File: config.mk
export PLATFORM = sky130hd
export DESIGN_NAME = dither_dac_gen
export DESIGN_NICKNAME = d
export VERILOG_FILES = /design/src/rtl/ddac_pkg.sv /design/src/rtl/ddac_period_timer.sv /design/src/rtl/ddac_sample_latch.sv /design/src/rtl/ddac_frame_pwm.sv /design/src/rtl/dither_dac_gen.sv
export SDC_FILE = /design/constraint.sdc
export NUM_CORES = 1
export LEC_CHECK = 0
export ABC_AREA = 1
export BUFFER_PORTS_ARGS = -buffer_cell sky130_fd_sc_hd__clkbuf_2
export CORE_AREA = 2 2 105 82
export DETAILED_ROUTE_END_ITERATION = 8
export DIE_AREA = 0 0 107 84
export PLACE_DENSITY = 0.56
export SLEW_MARGIN = 20
export SYNTH_ARGS = -nofsm -noshare
export SYNTH_HDL_FRONTEND = slang
export SYNTH_SLANG_ARGS = --single-unit
export TNS_END_PERCENT = 20
File: constraint.sdc
create_clock -name clk -period 3.1 [get_ports clk]
set_input_delay 0.31 -clock clk [delete_from_list [all_inputs] [get_ports clk]]
set_output_delay 0.31 -clock clk [all_outputs]
set_load 0.01 [all_outputs]
File: src/rtl/ddac_pkg.sv
package ddac_pkg;

  // Configuration point for the whole block.
  localparam int unsigned VAL_W  = 16;             // output value width
  localparam int unsigned PH_W   = 8;              // frame position width (frame = 2**PH_W clocks)
  localparam int unsigned CODE_W = VAL_W - PH_W;   // DAC code width
  localparam int unsigned FRM_W  = VAL_W - PH_W;   // frames-per-period field width

  typedef logic [VAL_W-1:0]  word_t;
  typedef logic [PH_W-1:0]   phase_t;
  typedef logic [CODE_W-1:0] code_t;
  typedef logic [FRM_W-1:0]  frame_t;

  // Index of the last frame in a sample period. Zero means the largest period,
  // and a period shorter than one frame is raised to one frame.
  function automatic frame_t last_frame_of(word_t per);
    frame_t nfr;
    nfr = per[VAL_W-1:PH_W];
    if (per == '0)       return '1;
    else if (nfr == '0)  return '0;
    else                 return nfr - frame_t'(1);
  endfunction

  // First frame position at which the upper level is driven.
  function automatic logic [PH_W:0] rise_point(phase_t lo);
    logic [PH_W:0] full;
    full = '0;
    full[PH_W] = 1'b1;
    return full - {1'b0, lo};
  endfunction

  // Code for a given value at a given frame position, saturating at full scale.
  function automatic code_t dither_code(word_t v, phase_t ph);
    code_t  base;
    phase_t lo;
    logic   upper;
    base  = v[VAL_W-1:PH_W];
    lo    = v[PH_W-1:0];
    upper = ({1'b0, ph} >= rise_point(lo));
    if (upper && (base != '1)) return base + code_t'(1);
    else                       return base;
  endfunction

endpackage

File: src/rtl/ddac_period_timer.sv
module ddac_period_timer
  import ddac_pkg::*;
(
  input  logic   clk,
  input  logic   run_en,
  input  word_t  period_i,
  output phase_t phase_o,
  output logic   end_o
);

  phase_t phase_q;
  frame_t frame_q;
  frame_t last_frame;
  logic   frame_wrap;

  assign last_frame = last_frame_of(period_i);
  assign frame_wrap = (phase_q == '1);
  assign end_o      = run_en && frame_wrap && (frame_q >= last_frame);
  assign phase_o    = phase_q;

  always_ff @(posedge clk) begin
    if (!run_en) begin
      phase_q <= '0;
      frame_q <= '0;
    end else if (end_o) begin
      phase_q <= '0;
      frame_q <= '0;
    end else begin
      phase_q <= phase_q + phase_t'(1);
      if (frame_wrap) frame_q <= frame_q + frame_t'(1);
    end
  end

  // a period always ends on the last clock of a whole frame
  a_r6_end_on_frame_edge: assert property (@(posedge clk) disable iff (!run_en)
    end_o |-> (phase_o == '1));

  // with a steady period the frame index never passes the last frame
  a_r6_frame_bound: assert property (@(posedge clk) disable iff (!run_en)
    $stable(period_i) |-> (frame_q <= last_frame));

  // the frame position restarts after each period end
  a_r5_restart: assert property (@(posedge clk) disable iff (!run_en)
    end_o |=> (phase_o == '0));

endmodule

File: src/rtl/ddac_sample_latch.sv
module ddac_sample_latch
  import ddac_pkg::*;
(
  input  logic  clk,
  input  logic  run_en,
  input  word_t value_i,
  input  logic  load_i,
  input  logic  ack_i,
  output word_t held_o,
  output logic  done_o
);

  word_t held_q;
  logic  done_q;

  always_ff @(posedge clk) begin
    if (!run_en) begin
      held_q <= value_i;
      done_q <= 1'b0;
    end else begin
      if (load_i) held_q <= value_i;
      if (load_i)     done_q <= 1'b1;
      else if (ack_i) done_q <= 1'b0;
    end
  end

  assign held_o = held_q;
  assign done_o = done_q;

  // a period end raises the flag
  a_r7_flag_on_end: assert property (@(posedge clk) disable iff (!run_en)
    load_i |=> done_o);

  // acknowledge without a coinciding end clears the flag
  a_r8_ack_clears: assert property (@(posedge clk) disable iff (!run_en)
    (done_o && ack_i && !load_i) |=> !done_o);

  // the flag only rises because of a period end
  a_r8_rise_needs_end: assert property (@(posedge clk) disable iff (!run_en)
    $rose(done_o) |-> $past(load_i));

endmodule

File: src/rtl/ddac_frame_pwm.sv
module ddac_frame_pwm
  import ddac_pkg::*;
(
  input  logic   clk,
  input  logic   run_en,
  input  word_t  held_i,
  input  phase_t phase_i,
  output code_t  code_o
);

  assign code_o = dither_code(held_i, phase_i);

  // the code moves only at frame start or where the upper level begins
  a_r4_two_steps: assert property (@(posedge clk) disable iff (!run_en)
    !$stable(code_o) |->
      ((phase_i == '0) || ({1'b0, phase_i} == rise_point(held_i[PH_W-1:0]))));

endmodule

File: src/rtl/dither_dac_gen.sv
module dither_dac_gen
  import ddac_pkg::*;
(
  input  logic              clk,
  input  logic              run_en,
  input  logic [VAL_W-1:0]  period_i,
  input  logic [VAL_W-1:0]  value_i,
  input  logic              ack_i,
  output logic [CODE_W-1:0] dac_code_o,
  output logic              done_o
);

  // Internal events brought out as named wires.
  logic   period_end;
  phase_t frame_pos;
  word_t  held_val;

  ddac_period_timer u_timer (
    .clk      (clk),
    .run_en   (run_en),
    .period_i (period_i),
    .phase_o  (frame_pos),
    .end_o    (period_end)
  );

  ddac_sample_latch u_latch (
    .clk     (clk),
    .run_en  (run_en),
    .value_i (value_i),
    .load_i  (period_end),
    .ack_i   (ack_i),
    .held_o  (held_val),
    .done_o  (done_o)
  );

  ddac_frame_pwm u_pwm (
    .clk     (clk),
    .run_en  (run_en),
    .held_i  (held_val),
    .phase_i (frame_pos),
    .code_o  (dac_code_o)
  );

  // the value in effect only changes at a period end
  a_r5_hold_between: assert property (@(posedge clk) disable iff (!run_en)
    !period_end |=> $stable(held_val));

  // a full-scale base level never wraps
  a_r3_no_wrap: assert property (@(posedge clk) disable iff (!run_en)
    (held_val[VAL_W-1:PH_W] == '1) |-> (dac_code_o == '1));

endmodule

==> results of run 1 <==
## kinds of logic after synthesis
group | Yosys count
AOI/OAI and AO/OA | 19
DFF | 33
xor gates and xnor gates | 24
and+or+nand+nor | 154
buffers and inverters | 47
adders and majority gates | 22
## cell usage in the layout, fill, tap and decap left out, types with 5 or more instances in the layout
cell	Yosys	final
nand2_1	69	69
inv_1	45	45
clkbuf_2	0	43
nor2_1	30	28
ha_1	22	22
xor2_1	17	17
dfxtp_1	17	17
edfxtp_1	16	16
nand4_1	15	15
nand3_1	13	13
nor2_2	10	12
a21oi_1	8	8
o21ai_0	8	8
xnor2_1	7	7
clkbuf_8	0	5
## per-stage QoR
stage	setup slack [ps]	std cells	hold WS [ps]
3_3_place_gp	384	451	457
2_1_floorplan	673	299	409
3_5_place_dp	263	451	465
4_1_cts	95.3	459	187
6_report	227	459	197
5_1_grt	1.51	459	183
## where the power goes
group	internal (mW)	switching (mW)	total (mW)
Combinational	0.0583	0.0762	0.135
Sequential	0.474	0.0149	0.489
Clock	0.319	0.157	0.476
Total	0.852	0.248	1.10
## metal layers
metal | part of all wire [%] | vias up | wire length [um] | track usage, %
met3 | 5.8 | 4 | 274 | 2.97
met5 | 0 | - | 0 | 0
met1 | 52 | 850 | 2450 | 15.7
met2 | 41 | 48 | 1950 | 16.9
li1 | - | 1069 | - | -
met4 | 1.0 | 0 | 49 | 3.90
## final timing paths
path	end	slack, ps	cells past startpoint
setup reg to reg	u_timer.frame_q[7]	1300	9
hold / removal	u_latch.held_o[12]	200	1
setup / recovery	dac_code_o[1]	230	17
hold reg to reg	u_latch.done_o	460	2
## registers in the layout, indices dropped and copies added (netlist names)
register	count
u_latch.done_o	1
u_timer.frame_q	8
u_timer.phase_o	8
u_latch.held_o	16
## layout make-up
class,instances,area share (%)
clock inverters,3,2.29
repair buffers,45,8.12
inverters,46,6.13
well taps,108,4.77
multi-input cells,219,47.3
clock buffers,5,2.43
flip-flops and latches,33,28.9
## what timing repair did
action / CTS / global route
endpoints found under the setup margin: 0 / 8
gates resized for setup: 0 / 5
hold endpoints to repair: 0 / 0
## cell usage after synthesis
cell type   n  share of area (%)
o21ai_0     8                1.7
nand4_1    15                4.0
nand2_2     4                1.1
dfxtp_1    17                 15
buf_8       1               0.64
ha_1       22                 12
clkinv_2    1               0.21
xnor2_1     7                2.6
nand3_2     2               0.86
and3_1      1               0.27
nand2_1    69                 11
nand3_1    13                2.8
a21o_1      1               0.32
inv_1      45                7.3
xor2_1     17                6.4
edfxtp_1   16                 21
nor2_4      2               0.97
nor2_2     10                2.7
o21a_1      1               0.32
nand2_4     2               0.97
nor3_1      4               0.86
nor2_1     30                4.8
nor3_2      2               0.86
a21oi_1     8                1.7
a31o_2      1               0.38
==> flow_metrics.py, run 1 <==
metrics = {
    "timing": {
        "final.setup.tns_ps": 0,
        "skew_ps": 5.19,
        "finalHoldViolCount": 0,
        "relSlewSlack_pct": 73.9,
        "rsz0062_at_grt": "no",
        "worst_slew_pin_slew_ps": 390,
        "fmax_mhz": 348,
        "setup_violations": 0,
        "final.period_utilization_pct": 92.7,
        "final_max_slew_viol_count": 0,
        "fin_crit_ps": 2870,
    },
    "logic_synthesis": {
        "synth_nets": 356,
        "ys_seq_elements": 33,
        "synth_mux_area_share_pct": 0,
        "seq_area_frac_synth_pct": 35.2,
        "synth_top_family_by_area": "simple AND/OR/NAND/NOR gates",
        "synth_compound_area_share_pct": 4.46,
        "netlist_instances": 299,
        "synth_adder_area_share_pct": 11.8,
        "synth-xor-area-share_pct": 9.03,
        "yosys.area_share.simple_pct": 31.3,
        "synth_area_um2": 2330,
        "avgSynthCellArea_um2": 7.79,
        "yosysWarnings": 0,
        "yosysUniqueCellTypes": 25,
    },
    "run_status": {
        "outcome": "complete, no violations",
    },
    "drt": {
        "vias_per_cell": 4.29,
        "drt_drc_violations_left": 0,
        "post_drt_wl_per_cell_um": 10.3,
        "drt_iter0_drc": 104,
        "routed_wl_um": 4720,
        "first_pass_iters": 4,
        "ant_nets": 0,
        "num_vias": 1971,
    },
    "pwr": {
        "vdd_drop_max_mv": 0.180,
        "p_leak_nw": 1.35,
        "p_per_area_nw_per_um2": 388,
        "total_power_mw": 1.10,
    },
    "setup_path": {
        "cp_num_buf_inv": 2,
        "cp-end-kind": "primary output",
        "cp_top_family": "simple AND/OR/NAND/NOR gates",
        "worst-path-max-fanout": 10,
        "cp.arrival_ps": 2560,
        "required_ps": 2790,
        "max_stage_delay_ps": 390,
        "crit_path_start": "u_latch.held_o[0]",
        "worst-setup-path-type": "reg2out",
        "crit_slowest_cell": "edfxtp_1",
        "worstPathCellList": "inv_1 -> ha_1 -> nand2_1 -> nor2_2 -> nand3_1 -> xor2_1 -> ha_1 -> nand2_1 -> nand2_1 -> nand2_1 -> nand2_1 -> nor2_2 -> nand2_4 -> nand3_4 -> nand2_1 -> nand2_1 -> clkbuf_2",
        "crit_path_frequent_cell": "nand2_1",
        "startpoint_type": "register",
        "r2r_start": "u_timer.phase_o[0]",
    },
    "cts": {
        "hold_buffers": 0,
        "post_cts_buffers": 0,
        "clk_pin_slew_ps": 70,
        "cts_root_buf": "clkbuf_8",
        "numCtsBuffers": 5,
        "clk_path_buf_depth": 2,
        "cts_sinks": 33,
        "clock_latency_ps": 280,
        "cts_tree": "yes",
        "htree_num_levels": 2,
    },
    "layout": {
        "multi_input_area_um2": 1340,
        "fin_area_um2": 2840,
        "seq_area_um2": 821,
        "n_antenna_cell": 0,
        "drive_above_1_share_pct": 22.8,
        "area_growth_pct": 21.8,
        "utilization_pct": 35.0,
        "fillers": 872,
        "fin_nets": 407,
    },
    "grt": {
        "grtUsageTotal_pct": 11.3,
        "grt_remaining_overflow": 0,
        "grt_pass1_vias": 1811,
        "grt_pass1_wl_um": 8200,
        "grt_max_degree": 30,
        "antenna_found_initial": 0,
    },
    "placed_design": {
        "dpl_cell_area_um2": 2680,
        "dp_hpwl_um": 3710,
        "io_buffers": 43,
        "gp_congestion": 0.812,
    },
    "floorplan": {
        "row_count": 29,
        "coreArea_um2": 8090,
        "die_area_um2": 8990,
        "initial_core_util_pct": 28.8,
        "fp.dieH_um": 84,
        "die_w_um": 107,
        "ios": 44,
    },
    "job": {
        "maxCapViolations": 0,
    },
    "worst_hold_path": {
        "hp-class": "in2reg",
        "min-delay-start": "value_i[12]",
    },
}
No activity file was read; power rests on OpenSTA's default activity.
==> run 2, diff against run 1 <==
--- a/config.mk
+++ b/config.mk
@@ -6,7 +6,7 @@
 export NUM_CORES = 1
 export LEC_CHECK = 0
 export ABC_AREA = 1
-export BUFFER_PORTS_ARGS = -buffer_cell sky130_fd_sc_hd__clkbuf_2
+export BUFFER_PORTS_ARGS = -buffer_cell sky130_fd_sc_hd__buf_2
 export CORE_AREA = 2 2 105 82
 export DETAILED_ROUTE_END_ITERATION = 8
 export DIE_AREA = 0 0 107 84
==> flow_metrics.py, run 2 (synthesis gave the netlist of run 1 again) <==
metrics = {
    "timing": {
        "skew_ps": 4.98,
        "final_max_slew_viol_count": 0,
        "worst_slew_pin_slew_ps": 382,
        "fin_crit_ps": 2870,
        "final.period_utilization_pct": 92.4,
        "fmax_mhz": 349,
        "rsz0062_at_grt": "no",
        "finalHoldViolCount": 0,
        "relSlewSlack_pct": 74.5,
        "fin_ws_ps": 234,
        "setup_violations": 0,
        "final.setup.tns_ps": 0,
    },
    "grt": {
        "grt_pass1_wl_um": 7730,
        "antenna_found_initial": 0,
        "grt_pass1_vias": 1755,
        "grt_remaining_overflow": 0,
        "grtUsageTotal_pct": 10.6,
        "grt_max_degree": 30,
    },
    "pwr": {
        "p_per_area_nw_per_um2": 358,
        "comb_power_share_pct": 13.3,
        "p_leak_nw": 1.33,
        "p_sw_share_pct": 23.4,
        "pwr-share-clk_pct": 38.0,
        "power_switching_uw": 236,
        "pwr-share-seq_pct": 48.7,
        "vdd_drop_max_mv": 0.164,
        "p_int_uw": 770,
    },
    "floorplan": {
        "initial_core_util_pct": 28.8,
        "die_area_um2": 8990,
        "coreArea_um2": 8090,
        "fp.dieH_um": 84,
        "row_count": 29,
        "die_w_um": 107,
        "ios": 44,
    },
    "setup_path": {
        "reg2reg_depth": 9,
        "worst-path-max-fanout": 7,
        "worst-setup-path-type": "reg2out",
        "required_ps": 2790,
        "crit_end": "dac_code_o[2]",
        "r2r_start": "u_timer.frame_q[5]",
        "crit_path_start": "u_latch.held_o[0]",
        "cp-end-kind": "primary output",
        "startpoint_type": "register",
        "reg2reg_to": "u_timer.frame_q[6]",
        "reg2reg_slack_ps": 1310,
        "cp.arrival_ps": 2560,
    },
    "cts": {
        "clk_path_buf_depth": 2,
        "clk_pin_slew_ps": 70,
        "cts_root_buf": "clkbuf_8",
        "numCtsBuffers": 5,
        "htree_num_levels": 2,
        "cts_tree": "yes",
        "post_cts_buffers": 0,
        "clock_latency_ps": 280,
        "cts_sinks": 33,
    },
    "placed_design": {
        "place_ws_ps": 266,
        "io_buffers": 43,
        "place_inst": 450,
        "gp_congestion": 0.814,
        "dpl_cell_area_um2": 2670,
        "dp_hpwl_um": 3600,
    },
    "layout": {
        "drive_above_1_share_pct": 22.2,
        "fin_area_um2": 2810,
        "final_cell_mix": "nand2_1 (70), inv_1 (45), buf_2 (43)",
        "utilization_pct": 34.7,
        "largest_reg_flops": 16,
        "fin_nets": 407,
        "fillers": 859,
        "area_growth_pct": 20.5,
        "final_cells": 459,
        "final_common_cell": "nand2_1",
        "n_antenna_cell": 0,
    },
    "drt": {
        "vias_per_cell": 4.26,
        "routed_wl_um": 4580,
        "num_vias": 1956,
        "drt_drc_violations_left": 0,
        "drt_iter0_drc": 93,
        "first_pass_iters": 4,
        "post_drt_wl_per_cell_um": 9.98,
        "ant_nets": 0,
    },
    "worst_hold_path": {
        "hp-class": "in2reg",
        "min-delay-start": "value_i[14]",
    },
    "run_status": {
        "outcome": "complete, no violations",
    },
    "job": {
        "maxCapViolations": 0,
    },
}
run 2: power groups by stage:
| stage | sequential, mW | combinational, mW | clock, mW |
|---|---|---|---|
| 2_1_floorplan | 0.494 | 0.0869 | 0 |
| 3_3_place_gp | 0.498 | 0.131 | 0 |
| 3_5_place_dp | 0.499 | 0.133 | 0 |
| 4_1_cts | 0.489 | 0.134 | 0.398 |
| 5_1_grt | 0.492 | 0.155 | 0.414 |
| 6_report | 0.490 | 0.134 | 0.382 |
run 2: how the worst min path moves through the flow:
stage	end	cells after the start
after floorplan	u_latch.held_o[0]	0
after global placement	u_latch.done_o	2
after detailed placement	u_latch.done_o	2
after CTS	u_latch.held_o[14]	1
after global routing	u_latch.held_o[14]	1
final	u_latch.held_o[14]	1
run 2: stage by stage:
step           hold WS, ps  total power [mW]
2_1_floorplan          409             0.581
3_3_place_gp           456             0.630
3_5_place_dp           463             0.631
4_1_cts                191              1.02
5_1_grt                188              1.06
6_report               204              1.01
run 2: final cells by class:
class,count,area (um^2),area share [%]
clock buffers,6,72.6,2.59
clock inverters,2,33.8,1.20
inverters,46,174,6.20
multi-input cells,220,1350,48.0
flip-flops and latches,33,821,29.2
well taps,108,135,4.81
repair buffers,44,223,7.94
run 2: critical path, stage by stage, from the launching register on:
cell and delay [ps]:
edfxtp_1 400, inv_1 100, ha_2 190, nand2_1 80
nor2_4 120, nand3_1 90, xor2_1 150, ha_1 310
nand2_1 80, nand2_1 40, nand2_1 50, nand2_1 50
nor2_2 120, nand2_2 130, nand3_4 120, nand2_1 60
nand2_1 60, buf_2 120
run 2: timing repair:
action                                  CTS  global route
gates resized for setup                   0             6
endpoints found under the hold margin     0             0
endpoints found under the setup margin    0             8
hold buffers                              0             0
run 2: metal layers:
metal | vias to the layer above | global-route usage, % | wire length, um
met5 | - | 0 | 0
met1 | 835 | 15.2 | 2400
li1 | 1070 | - | -
met2 | 47 | 15.5 | 1870
met3 | 4 | 2.73 | 262
met4 | 0 | 3.54 | 47
